`src/rtl/spim_pkg.sv`:
```
package spim_pkg;
  typedef enum logic [2:0] {
    A_DATA = 3'd0,
    A_STAT = 3'd1,
    A_CTRL = 3'd2,
    A_MODE = 3'd3,
    A_DIVL = 3'd4,
    A_DIVH = 3'd5
  } addr_e;

  typedef enum logic [1:0] {
    M_ASYNC = 2'b00,
    M_SYNC  = 2'b01,
    M_RSVD  = 2'b10,
    M_SPI   = 2'b11
  } mode_e;
endpackage

```
`src/rtl/spim_baud.sv`:
```
module spim_baud #(
  parameter int DIVW = 12
) (
  input  logic            clk,
  input  logic            rst,
  input  logic            run,
  input  logic [DIVW-1:0] div,
  output logic            tick
);
  logic [DIVW-1:0] cnt_q;

  assign tick = run && (cnt_q == div);

  always_ff @(posedge clk) begin
    if (rst || !run || tick) cnt_q <= '0;
    else                     cnt_q <= cnt_q + 1'b1;
  end
endmodule

```
`src/rtl/spim_shifter.sv`:
```
module spim_shifter #(
  parameter int DW = 8
) (
  input  logic          clk,
  input  logic          rst,
  input  logic          spi_on,
  input  logic          txen,
  input  logic          tick,
  input  logic          lsb_first,
  input  logic          pha,
  input  logic          pol,
  input  logic          buf_full,
  input  logic [DW-1:0] buf_data,
  input  logic          miso,
  output logic          load,
  output logic          done,
  output logic [DW-1:0] rx_byte,
  output logic          busy,
  output logic          sck,
  output logic          mosi
);
  localparam int HCW = $clog2(2 * DW);
  localparam logic [HCW-1:0] LAST = HCW'(2 * DW - 1);

  logic [HCW-1:0] hc_q;
  logic [DW-1:0]  tx_q, rx_q, rx_nxt;
  logic           busy_q, sck_q;
  logic           step, lead, samp, shft;

  assign step = busy_q && tick;
  assign lead = ~hc_q[0];
  assign samp = step && (pha ? ~lead : lead);
  assign shft = step && (pha ? (lead && hc_q != '0) : ~lead);
  assign done = step && (hc_q == LAST);
  assign load = spi_on && buf_full && (busy_q ? done : txen);

  assign rx_nxt  = lsb_first ? {miso, rx_q[DW-1:1]} : {rx_q[DW-2:0], miso};
  assign rx_byte = samp ? rx_nxt : rx_q;

  always_ff @(posedge clk) begin
    if (rst) begin
      busy_q <= 1'b0;
      hc_q   <= '0;
      tx_q   <= '0;
      rx_q   <= '0;
      sck_q  <= 1'b0;
    end else begin
      if (step) begin
        hc_q  <= (hc_q == LAST) ? '0 : hc_q + 1'b1;
        sck_q <= ~sck_q;
      end else if (!busy_q) begin
        sck_q <= pol;
      end
      if (shft) tx_q <= lsb_first ? (tx_q >> 1) : (tx_q << 1);
      if (samp) rx_q <= rx_nxt;
      if (done) busy_q <= 1'b0;
      if (load) begin
        tx_q   <= buf_data;
        hc_q   <= '0;
        busy_q <= 1'b1;
      end
    end
  end

  assign busy = busy_q;
  assign sck  = sck_q;
  assign mosi = lsb_first ? tx_q[0] : tx_q[DW-1];
endmodule

```
`src/rtl/spim_regs.sv`:
```
module spim_regs
  import spim_pkg::*;
#(
  parameter int DW   = 8,
  parameter int DIVW = 12
) (
  input  logic            clk,
  input  logic            rst,
  input  logic            wr_en,
  input  logic            rd_en,
  input  logic [2:0]      addr,
  input  logic [DW-1:0]   wdata,
  output logic [DW-1:0]   rdata,
  input  logic            gie,
  input  logic            txc_ack,
  input  logic            load,
  input  logic            done,
  input  logic [DW-1:0]   rx_byte,
  input  logic            busy,
  output logic            spi_on,
  output logic            lsb_first,
  output logic            pha,
  output logic            pol,
  output logic            txen,
  output logic [DIVW-1:0] div,
  output logic            buf_full,
  output logic [DW-1:0]   buf_data,
  output logic            txc_flag,
  output logic            mosi_oe,
  output logic            irq_txc,
  output logic            irq_dre
);
  localparam int HIW = DIVW - 8;

  logic [1:0]    mode_q;
  logic          lsb_q, pha_q, pol_q;
  logic          txcie_q, dreie_q, rxen_q, txen_q;
  logic [DIVW-1:0] div_q;
  logic          full_q, rxc_q, txc_q, oe_q, itxc_q, idre_q;
  logic [DW-1:0] bufd_q, rxbuf_q, rdata_q;
  addr_e         a;

  assign a = addr_e'(addr);

  always_ff @(posedge clk) begin
    if (rst) begin
      mode_q  <= M_ASYNC;
      lsb_q   <= 1'b1;
      pha_q   <= 1'b1;
      pol_q   <= 1'b0;
      txcie_q <= 1'b0;
      dreie_q <= 1'b0;
      rxen_q  <= 1'b0;
      txen_q  <= 1'b0;
      div_q   <= '0;
      full_q  <= 1'b0;
      bufd_q  <= '0;
      rxbuf_q <= '0;
      rxc_q   <= 1'b0;
      txc_q   <= 1'b0;
      rdata_q <= '0;
      oe_q    <= 1'b0;
      itxc_q  <= 1'b0;
      idre_q  <= 1'b0;
    end else begin
      if (rd_en) begin
        case (a)
          A_DATA:  rdata_q <= rxbuf_q;
          A_STAT:  rdata_q <= DW'({rxc_q, txc_q, ~full_q, 5'b0});
          A_CTRL:  rdata_q <= DW'({txcie_q, dreie_q, rxen_q, txen_q, 4'b0});
          A_MODE:  rdata_q <= DW'({mode_q, 3'b0, lsb_q, pha_q, pol_q});
          A_DIVL:  rdata_q <= div_q[7:0];
          A_DIVH:  rdata_q <= DW'(div_q[DIVW-1:8]);
          default: rdata_q <= '0;
        endcase
        if (a == A_DATA) rxc_q <= 1'b0;
      end

      if (load) full_q <= 1'b0;

      if (done && rxen_q) begin
        rxbuf_q <= rx_byte;
        rxc_q   <= 1'b1;
      end

      if ((wr_en && a == A_STAT && wdata[6]) || txc_ack) txc_q <= 1'b0;
      if (done && !load) txc_q <= 1'b1;

      if (wr_en) begin
        case (a)
          A_DATA: if (!full_q) begin
            bufd_q <= wdata;
            full_q <= 1'b1;
          end
          A_CTRL: begin
            {txcie_q, dreie_q, rxen_q, txen_q} <= wdata[7:4];
            if (!wdata[5]) begin
              rxbuf_q <= '0;
              rxc_q   <= 1'b0;
            end
          end
          A_MODE: begin
            mode_q <= wdata[7:6];
            lsb_q  <= wdata[2];
            pha_q  <= wdata[1];
            pol_q  <= wdata[0];
          end
          A_DIVL:  div_q[7:0] <= wdata;
          A_DIVH:  div_q[DIVW-1:8] <= wdata[HIW-1:0];
          default: ;
        endcase
      end

      oe_q   <= txen_q || busy || full_q;
      itxc_q <= txcie_q && gie && txc_q;
      idre_q <= dreie_q && gie && !full_q;
    end
  end

  assign spi_on    = (mode_q == M_SPI);
  assign lsb_first = lsb_q;
  assign pha       = pha_q;
  assign pol       = pol_q;
  assign txen      = txen_q;
  assign div       = div_q;
  assign buf_full  = full_q;
  assign buf_data  = bufd_q;
  assign txc_flag  = txc_q;
  assign mosi_oe   = oe_q;
  assign irq_txc   = itxc_q;
  assign irq_dre   = idre_q;
  assign rdata     = rdata_q;
endmodule

```
`src/rtl/spim_engine.sv`:
```
module spim_engine #(
  parameter int DW   = 8,
  parameter int DIVW = 12
) (
  input  logic          clk,
  input  logic          rst,
  input  logic          wr_en,
  input  logic          rd_en,
  input  logic [2:0]    addr,
  input  logic [DW-1:0] wdata,
  output logic [DW-1:0] rdata,
  input  logic          gie,
  input  logic          txc_ack,
  input  logic          miso,
  output logic          sck,
  output logic          mosi,
  output logic          mosi_oe,
  output logic          irq_txc,
  output logic          irq_dre
);
  logic            spi_on, lsb_first, pha, pol, txen;
  logic            buf_full, txc_flag, load, done, busy, tick;
  logic [DIVW-1:0] div;
  logic [DW-1:0]   buf_data, rx_byte;

  spim_regs #(.DW(DW), .DIVW(DIVW)) u_regs (
    .clk(clk), .rst(rst), .wr_en(wr_en), .rd_en(rd_en), .addr(addr),
    .wdata(wdata), .rdata(rdata), .gie(gie), .txc_ack(txc_ack),
    .load(load), .done(done), .rx_byte(rx_byte), .busy(busy),
    .spi_on(spi_on), .lsb_first(lsb_first), .pha(pha), .pol(pol),
    .txen(txen), .div(div), .buf_full(buf_full), .buf_data(buf_data),
    .txc_flag(txc_flag), .mosi_oe(mosi_oe), .irq_txc(irq_txc),
    .irq_dre(irq_dre)
  );

  spim_baud #(.DIVW(DIVW)) u_baud (
    .clk(clk), .rst(rst), .run(busy), .div(div), .tick(tick)
  );

  spim_shifter #(.DW(DW)) u_shift (
    .clk(clk), .rst(rst), .spi_on(spi_on), .txen(txen), .tick(tick),
    .lsb_first(lsb_first), .pha(pha), .pol(pol), .buf_full(buf_full),
    .buf_data(buf_data), .miso(miso), .load(load), .done(done),
    .rx_byte(rx_byte), .busy(busy), .sck(sck), .mosi(mosi)
  );
endmodule

```
`config.mk`:
```
export PLATFORM = sky130hd
export DESIGN_NAME = spim_engine
export DESIGN_NICKNAME = d
export VERILOG_FILES = /design/src/rtl/spim_pkg.sv /design/src/rtl/spim_baud.sv /design/src/rtl/spim_shifter.sv /design/src/rtl/spim_regs.sv /design/src/rtl/spim_engine.sv
export SDC_FILE = /design/constraint.sdc
export NUM_CORES = 1
export LEC_CHECK = 0
export BUFFER_PORTS_ARGS = -buffer_cell sky130_fd_sc_hd__buf_4
export CAP_MARGIN = 20
export CORE_MARGIN = 2
export CORE_UTILIZATION = 50
export CTS_BUF_LIST = sky130_fd_sc_hd__clkbuf_4
export DETAILED_ROUTE_END_ITERATION = 12
export PLACE_DENSITY = 0.79
export REMOVE_ABC_BUFFERS = 1
export SYNTH_ARGS = -nofsm -noshare
export SYNTH_HDL_FRONTEND = slang
export SYNTH_SLANG_ARGS = --single-unit
```
`constraint.sdc`:
```
create_clock -name clk -period 2 [get_ports clk]
set_input_delay 0.2 -clock clk [delete_from_list [all_inputs] [get_ports clk]]
set_output_delay 0.2 -clock clk [all_outputs]
set_load 0.005 [all_outputs]
```
== Word-level counts from Yosys, hierarchy flattened ==
Cells that the tools add are included.
Storage, ports and cells
  logic and storage cells: 105
  latch bits: 0
  bits in writable memories: 0
  memories: 0
  register bits after elaboration: 85
  input bits: 18
  bits in read-only memories: 0
Cells by class
  magnitude comparators: 0
  reductions and logical operators: 35
  eq/ne operators: 9
  shifts and indexed selects: 0
  mux-type cells: 31
  $add $sub $neg: 2
  divide/modulo/power cells: 0
  bitwise logic cells: 3
  multipliers: 0
Operators by type and width (count)
  8-bit 2-to-1 mux: 9
  8-bit one-hot mux with 6 select lines: 1
  1-bit 2-to-1 mux: 20
  1-bit logical AND: 16
  12-bit by 1-bit adder with 12-bit output, second input constant: 1
  12-bit == test: 1
  2-bit AND reduction: 4
  3-bit by 2-bit == test with 1-bit output, second input constant: 2
  3-bit == test, second input constant: 2
  2-bit nonzero test: 3
  1-bit logical OR: 5
  4-bit by 1-bit adder with 4-bit output, second input constant: 1
  4-bit == test, second input constant: 1
  4-bit 2-to-1 mux: 1
  4-bit nonzero test: 1
  3-bit by 1-bit == test with 1-bit output, second input constant: 1
  1-bit logical NOT: 3
  3-bit logical NOT: 1
  1-bit NOT: 3
  3-bit AND reduction: 1
  2-bit == test, second input constant: 1
  2-bit inequality test, second input constant: 1
  2-bit OR reduction: 1

== Longest topological paths before layout ==
Gate-level depths: netlist (run 1).
  depth after elaboration: 10
  depth in mapped cells: 7
  mapped depth without buffers: 6

== By module ==
A second synthesis (run 1) with hierarchy kept.
Second synthesis, totals
  cells, all modules: 444
  area, all modules: 4075.2 um^2
By module, submodules not included
  spim_regs: seq. area each 1021.0 um^2, area an instance 2164.6 um^2, instances 1, cells each 232
  spim_shifter: seq. area each 440.4 um^2, area an instance 1234.9 um^2, instances 1, cells each 140
  spim_baud: seq. area each 240.2 um^2, area an instance 675.6 um^2, instances 1, cells each 72

== Worst setup path before layout (run 1) ==
OpenSTA, ideal clock, no wires.
  path kind: reg-to-reg
  start point: reg u_baud.cnt_q[0]
  end point: reg u_shift.tx_q[7]
  cell stages (with the launch flop): 7
  slack: 158 ps
  required time: 1909 ps
  library setup time: 91 ps
  data arrival time: 1751 ps
  clock period less this slack: 1842 ps
  cell sequence: dfxtp_1 -> xnor2_2 -> nand4_2 -> o41a_1 -> or2_0 -> buf_2 -> a311oi_1
On the way
  cells in the longest elaborated chain, start to end: 7
  elaborated cells between the ends (all ways): 9
  classes of those cells: eq/ne: 1; mux: 2; reduce/logical: 6
RTL lines
  start, declared: RTL line spim_baud.sv:10  | logic [DIVW-1:0] cnt_q;
  start signal, assigned: RTL line spim_baud.sv:16  | else cnt_q <= cnt_q + 1'b1;
  12-bit == test *: RTL line spim_baud.sv:12  | assign tick = run && (cnt_q == div);
  1-bit logical AND *: RTL line spim_baud.sv:12
  1-bit logical AND *: RTL line spim_shifter.sv:30  | assign step = busy_q && tick;
  1-bit logical AND: RTL line spim_shifter.sv:34  | assign done = step && (hc_q == LAST);
  1-bit 2-to-1 mux: RTL line spim_shifter.sv:35  | assign load = spi_on && buf_full && (busy_q ? done : txen);
  1-bit logical AND: RTL line spim_shifter.sv:35
  8-bit 2-to-1 mux or 2-bit nonzero test (tied branches)
  end signal, assigned: RTL line spim_shifter.sv:54  | if (shft) tx_q <= lsb_first ? (tx_q >> 1) : (tx_q << 1);
  end signal, assigned: RTL line spim_shifter.sv:58  | tx_q <= buf_data;
  end, declared: RTL line spim_shifter.sv:26  | logic [DW-1:0] tx_q, rx_q, rx_nxt;
Every way passes the cells marked *; elsewhere a longest branch is shown, timed or not.
A chain may end at the register's enable or synchronous reset.

== Worst setup path after layout (run 1) ==
  start point: reg u_regs.div_q[11], in the netlist u_regs.div[11]
  end point: reg u_regs.rxbuf_q[0]
On the way
  cells in the longest elaborated chain, start to end: 9
  elaborated cells between the ends (all ways): 11
  classes of those cells: eq/ne: 1; mux: 5; reduce/logical: 5
RTL lines
  start, declared: RTL line spim_regs.sv:38  | logic [DIVW-1:0] div_q;
  start signal, assigned by index: RTL line spim_regs.sv:109  | A_DIVH: div_q[DIVW-1:8] <= wdata[HIW-1:0];
  12-bit == test *: RTL line spim_baud.sv:12
  1-bit logical AND *: RTL line spim_baud.sv:12
  1-bit logical AND *: RTL line spim_shifter.sv:30
  1-bit logical AND (on tied branches): RTL line spim_shifter.sv:32, spim_shifter.sv:34
  8-bit 2-to-1 mux or 1-bit logical AND (tied branches)
  8-bit 2-to-1 mux *: RTL line spim_regs.sv:81  | if (done && rxen_q) begin
  8-bit 2-to-1 mux: RTL line spim_regs.sv:97  | if (!wdata[5]) begin
  8-bit 2-to-1 mux: RTL line spim_regs.sv:90  | case (a)
  8-bit 2-to-1 mux *: RTL line spim_regs.sv:89  | if (wr_en) begin
  end signal, assigned: RTL line spim_regs.sv:82  | rxbuf_q <= rx_byte;
  end, declared: RTL line spim_regs.sv:40  | logic [DW-1:0] bufd_q, rxbuf_q, rdata_q;
Marks and branches as above.

==> results of run 1 <==
## timing repair
action | CTS | global route
endpoints found under the hold margin | 0 | 0
buffers inserted | 0 | 1
gates resized for setup | 1 | 12
endpoints found under the setup margin | 2 | 29
pin swaps | 0 | 1
## worst min-delay path: cells and delay by family
kind / cells / cell delay (ps)
buffers and inverters: 1 / 70
and+or+nand+nor: 1 / 100
AOI/OAI and AO/OA: 1 / 60
## logic make-up after synthesis
| group | share of synthesized area |
|---|---|
| buf+inv | 0.0335 |
| mux | 0.106 |
| xor+xnor | 0.0653 |
| fa+ha+maj | 0.00956 |
| simple gates | 0.211 |
| compound gates | 0.142 |
| flops | 0.433 |
## worst paths after layout
check	start	cells after the start	to
hold / removal	txc_ack	3	u_regs.txc_flag$_SDFFE_PP0P_
setup reg to reg	u_regs.div[11]$_SDFFE_PP0P_	7	u_regs.rxbuf_q[0]$_SDFF_PP0_
setup / recovery	u_regs.div[11]$_SDFFE_PP0P_	7	u_regs.rxbuf_q[0]$_SDFF_PP0_
hold reg to reg	u_regs.rdata[4]$_SDFFE_PP0P_	2	u_regs.rdata[4]$_SDFFE_PP0P_
## state kept, by name (all words and copies together), names as in the netlist, 2 cells and up
| signal | count |
|---|---|
| u_shift.rx_q | 8 |
| u_baud.cnt_q | 12 |
| u_shift.tx_q | 8 |
| u_shift.hc_q | 4 |
| u_regs.buf_data | 8 |
| u_regs.rdata | 8 |
| u_regs.rxbuf_q | 8 |
| u_regs.mode_q | 2 |
| u_regs.div | 12 |
## per-stage QoR
stage	cells	TNS (ps)	utilization
after floorplan	405	-2060	-
after global placement	569	0	0.582
after detailed placement	569	-12.1	0.582
after CTS	585	0	0.601
after global routing	586	-104	0.608
final	586	0	0.608
## Yosys cell counts (all sizes together), types with 2 or more instances
library cell  instances  area (um2)
a2111oi               6        52.6
a211oi                6        45.0
a21oi                28         140
a22oi                 2        15.0
a2bb2oi               3        26.3
a311oi                3        26.3
a31oi                 5        31.3
and3                  2        12.5
and4                  6        52.6
buf                   5        22.5
clkbuf               20        75.1
dfxtp                85        1700
ha                    3        37.5
inv                   9        33.8
mux2                 10         113
mux2i                28         280
nand2                42         158
nand2b                2        12.5
nand3                18        90.1
nand3b                4        30.0
nand4                 8        68.8
nor2                 55         206
nor2b                10        62.6
nor3                  5        25.0
nor4                  2        27.5
nor4bb                3        30.0
o21ai                 6        33.8
o2bb2ai               8        70.1
o32ai                 6        52.6
or2                   2        12.5
xnor2                20         213
xor2                  5        43.8
## layer usage
layer	GRT usage	vias up	share of wire
met5	0	-	0
met2	0.388	140	0.48
met1	0.318	1640	0.43
met4	0.0821	0	0.021
met3	0.0464	17	0.067
li1	-	1649	-
## area by class of cell
cell class	instances	area, um2	share of cell area
multi-input cells	311	2140	0.461
flip-flops and latches	85	1700	0.366
repair buffers	63	498	0.107
well taps	102	128	0.0275
clock buffers	11	82.6	0.0178
clock inverters	5	61.3	0.0132
inverters	9	33.8	0.00727
## power groups by stage
| stage | Combinational, mW | Sequential [mW] | Clock (mW) |
|---|---|---|---|
| after floorplan | 0.103 | 1.77 | 0 |
| after global placement | 0.244 | 1.77 | 0 |
| after detailed placement | 0.250 | 1.77 | 0 |
| after CTS | 0.251 | 1.73 | 1.01 |
| after global routing | 0.277 | 1.74 | 1.08 |
| final | 0.258 | 1.73 | 0.999 |
## placed cells by master (no fill, tap or decap), drive strengths merged, types with 6 or more instances in the layout
master,n
a21oi,28
nor2b,10
nand4,8
dfxtp,85
o21ai,6
mux2i,28
o2bb2ai,8
nand3,18
and4,6
nand2,42
o32ai,6
mux2,10
buf,63
a211oi,6
xnor2,20
clkbuf,11
nor2,55
inv,9
a2111oi,6
==> results.yml, run 1 <==
timing:
  clock_skew_ps: 14.2
  hold_violations: 0
  fin_crit_sh: 0.963
  min_period_ps: 1930
  worstMarginPinSlew_ps: 477
  layout_setup_ws_ps: 73.1
  slew_headroom: 0.682
  finalMaxSlewViolations: 0
  fin_hold_ws_ps: 20.2
  fmax_mhz: 519
  setup_violations: 0
grt:
  grt.total_usage: 0.238
  grt_pass1_vias: 3292
  grt-ovfl-total: 0
  grt_start_max_net_pins: 26
  antenna_found_initial: 0
  grt_pass1_wl_mm: 16.1
logic_synthesis:
  synthesis.area_um2: 3930
  ys_seq_area_frac: 0.433
  async_flop_share: 0
  yosys_warnings: 0
  synth-edff-count: 0
  synth.avg_cell_area_um2: 9.13
  ys_ff_latch: 85
  synth.distinct_cells: 51
  synth_flop_cell: "dfxtp_1"
  syn_inst: 430
run:
  cap_violations: 0
clocking:
  clkTransAtPathRegs_ps: 140
  cts_tree: "done"
  worstSkewPairLatency_ps: 440
  htree_levels: 3
  hold_buffers: 0
  clock_path_buffers: 2
  clockRootBuffer: "clkbuf_4"
  cts.sinks: 85
  cts_made_buffers: 9
drt:
  drtIter0Drc: 269
  routed-via-count: 3446
  routed_wl_mm: 9.87
  dr.pass1.iters: 6
  via_per_inst: 5.88
  wire_per_inst_um: 16.8
  drc: 0
  ant_nets: 0
setup_path:
  crit_chain: "xnor2_1, nand4_2, buf_4, nor4_4, buf_12, mux2i_2, o2bb2ai_1"
  crit_slowest_cell: "dfxtp_1"
  crit_path_max_incr_delay_ps: 350
  critical_path.max_fanout: 8
  r2r_setup_slack_ps: 70
  critPathLaunchType: "register"
  crit_required_ps: 2330
  critical_path_class: "reg -> reg"
  crit_buf_inv: 2
  endpoint_kind: "register"
  critPathTopFamily: "simple AND/OR/NAND/NOR gates"
  worstPathArrival_ps: 2260
status:
  outcome: "completed"
pwr:
  ir_worst_vdd_uv: 290
  fin_total_pwr_mw: 2.99
  p_leak_nw: 1.64
  power_frac_comb: 0.086
  p_sw_uw: 751
  power_frac_seq: 0.579
  swShare: 0.251
  intPower_mw: 2.24
  power_per_cell_area_nw_per_um2: 643
  clkPwrFrac: 0.334
placement:
  placed_cell_area_um2: 4450
  globalplace.congestion: 0.924
  dp_hpwl_mm: 7.23
  dp_slack_ps: -12.1
  io_buffers: 30
die:
  initial_core_util: 0.513
  die_h_um: 92.6
  fp.dieW_um: 92.6
  ios: 31
  die_area_um2: 8580
  core.rowCount: 32
  core_area_um2: 7650
cells_and_area:
  antenna_cells: 0
  drive_above_1_share: 0.229
  fillers: 635
  stdcell_area_um2: 4650
  syn2layout_area_growth_pct: 18.4
  nNetsFinal: 500
min_path:
  hold_path_class: "in -> reg"
Power figures use the tool's default switching activity.
==> run 2, diff against run 1 <==
CORE_MARGIN = unset   (was 2)
PLACE_DENSITY = unset   (was 0.79)
PLACE_DENSITY_LB_ADDON = 0.1   (was unset)
==> run 2 against run 1 <==
Clock-buffer cell count shrank 2. Via count shrank 5.0%. First-iteration DRC count shrank 22%. Wire length shrank 2.7%. Critical path depth shrank 1. Sequential power is essentially flat. Setup slack gained 71 ps. Die area shrank 4.3%. Critical path type unchanged. Highest routed layer unchanged. Non-clock buffer count is the same.
==> results.yml, run 2 (synthesized netlist as in run 1, its figures left out) <==
timing:
  fin_crit_sh: 0.928
  min_period_ps: 1860
  layout_setup_ws_ps: 144
  rsz0062_at_grt: "no"
  worstMarginPinSlew_ps: 553
  hold_violations: 0
  setup_violations: 0
  clock_skew_ps: 17.8
  fin_hold_ws_ps: 19.4
  fmax_mhz: 539
  slew_headroom: 0.631
  finalMaxSlewViolations: 0
setup_path:
  worstPathArrival_ps: 2180
  endpoint_kind: "register"
  crit_path_max_incr_delay_ps: 430
  crit_slowest_cell: "a2111oi_1"
  critPathLaunchType: "register"
  crit_required_ps: 2320
  critical_path_class: "reg -> reg"
  critical_path.max_fanout: 10
  crit_chain: "xnor2_1, and4_1, nand4_1, buf_4, a2111oi_1, o32ai_1"
die:
  die_h_um: 90.6
  core_area_um2: 7410
  die_area_um2: 8210
  core.rowCount: 31
  initial_core_util: 0.530
  ios: 31
  fp.dieW_um: 90.6
run:
  cap_violations: 0
drt:
  drtIter0Drc: 210
  drt-met1-wl_mm: 4.77
  drc: 0
  routed-wl-met3_um: 457
  via_per_inst: 5.62
  ant_nets: 0
  wire_per_inst_um: 16.5
  routed_wl_mm: 9.61
  top_layer: "met4"
  dr.pass1.iters: 4
  wl_met2_mm: 4.29
  routed-via-count: 3275
placement:
  dp_hpwl_mm: 6.97
  io_buffers: 30
  dp_slack_ps: 76.0
  placed_cell_area_um2: 4440
  globalplace.congestion: 0.898
clocking:
  cts_tree: "done"
  cts_made_buffers: 9
  clock_path_buffers: 2
  worstSkewPairLatency_ps: 440
  post-cts-setup-buffer-count: 0
  htree_levels: 3
  clockRootBuffer: "clkbuf_4"
  clkTransAtPathRegs_ps: 150
  cts.sinks: 85
pwr:
  ir_worst_vdd_uv: 327
  power_per_cell_area_nw_per_um2: 652
  p_leak_nw: 1.64
grt:
  grt.total_usage: 0.246
  grt_start_max_net_pins: 51
  grt_pass1_vias: 3162
  antenna_found_initial: 0
  grt-ovfl-total: 0
  grt_pass1_wl_mm: 15.9
cells_and_area:
  stdcell_area_um2: 4600
  layout_commonest_cell: "dfxtp_1"
  antenna_cells: 0
  final_cell_mix: "dfxtp_1, buf_4, nor2_1"
  drive_above_1_share: 0.219
  syn2layout_area_growth_pct: 17.3
  nNetsFinal: 500
min_path:
  hold_path_class: "in -> reg"
status:
  outcome: "completed"
## run 2: cell type report
class	count	area [um2]
Clock buffer	9	67.6
Clock inverter	7	72.6
Fill cell	675	2800
Inverter	9	33.8
Multi-Input combinational cell	311	2120
Sequential cell	85	1700
Tap cell	99	124
Timing Repair Buffer	63	485
## run 2: power breakdown
| group | total, mW | leakage, nW | switching (mW) | internal [mW] |
|---|---|---|---|---|
| logic | 0.252 | 0.878 | 0.143 | 0.108 |
| clock network | 1.02 | 0.0743 | 0.631 | 0.386 |
| registers | 1.73 | 0.687 | 0.0179 | 1.72 |
## run 2: layer usage
layer | GRT usage | vias to the layer above
li1 | - | 1637
met1 | 0.350 | 1553
met2 | 0.385 | 78
met3 | 0.0362 | 7
met4 | 0.0685 | 0
met5 | 0 | -
## run 2: path summary, 6_finish.rpt
check	from	end	slack (ps)	cells past startpoint
worst min register to register	u_regs.rdata[3]$_SDFFE_PP0P_	u_regs.rdata[3]$_SDFFE_PP0P_	480	2
worst max register to register	u_regs.div[2]$_SDFFE_PP0P_	u_shift.tx_q[2]$_SDFFE_PP0P_	140	6
worst min-delay path	gie	u_regs.irq_dre$_SDFF_PP0_	20	2
worst max-delay path	u_regs.div[2]$_SDFFE_PP0P_	u_shift.tx_q[2]$_SDFFE_PP0P_	140	6
## run 2: worst max-delay path: cells and delay by family (launching register included)
family	cells	cell delay [ps]
buffers and inverters	1	200
AND/OR/NAND/NOR	2	360
XOR/XNOR	1	290
flip-flops	1	350
AO/OA/AOI/OAI	2	550
## run 2: through the flow
| stage | utilization | setup TNS (ps) | power, mW | std cells |
|---|---|---|---|---|
| 2_1_floorplan | - | -2060 | 1.87 | 405 |
| 3_3_place_gp | 0.600 | 0 | 2.01 | 567 |
| 3_5_place_dp | 0.600 | 0 | 2.02 | 567 |
| 4_1_cts | 0.619 | 0 | 3.01 | 583 |
| 5_1_grt | 0.622 | 0 | 3.10 | 583 |
| 6_report | 0.622 | 0 | 3.00 | 583 |
## run 2: what timing repair did
| action | CTS | global route |
|---|---|---|
| setup endpoints to repair | 0 | 10 |
| gates resized for setup | 0 | 10 |
| hold buffers | 0 | 0 |
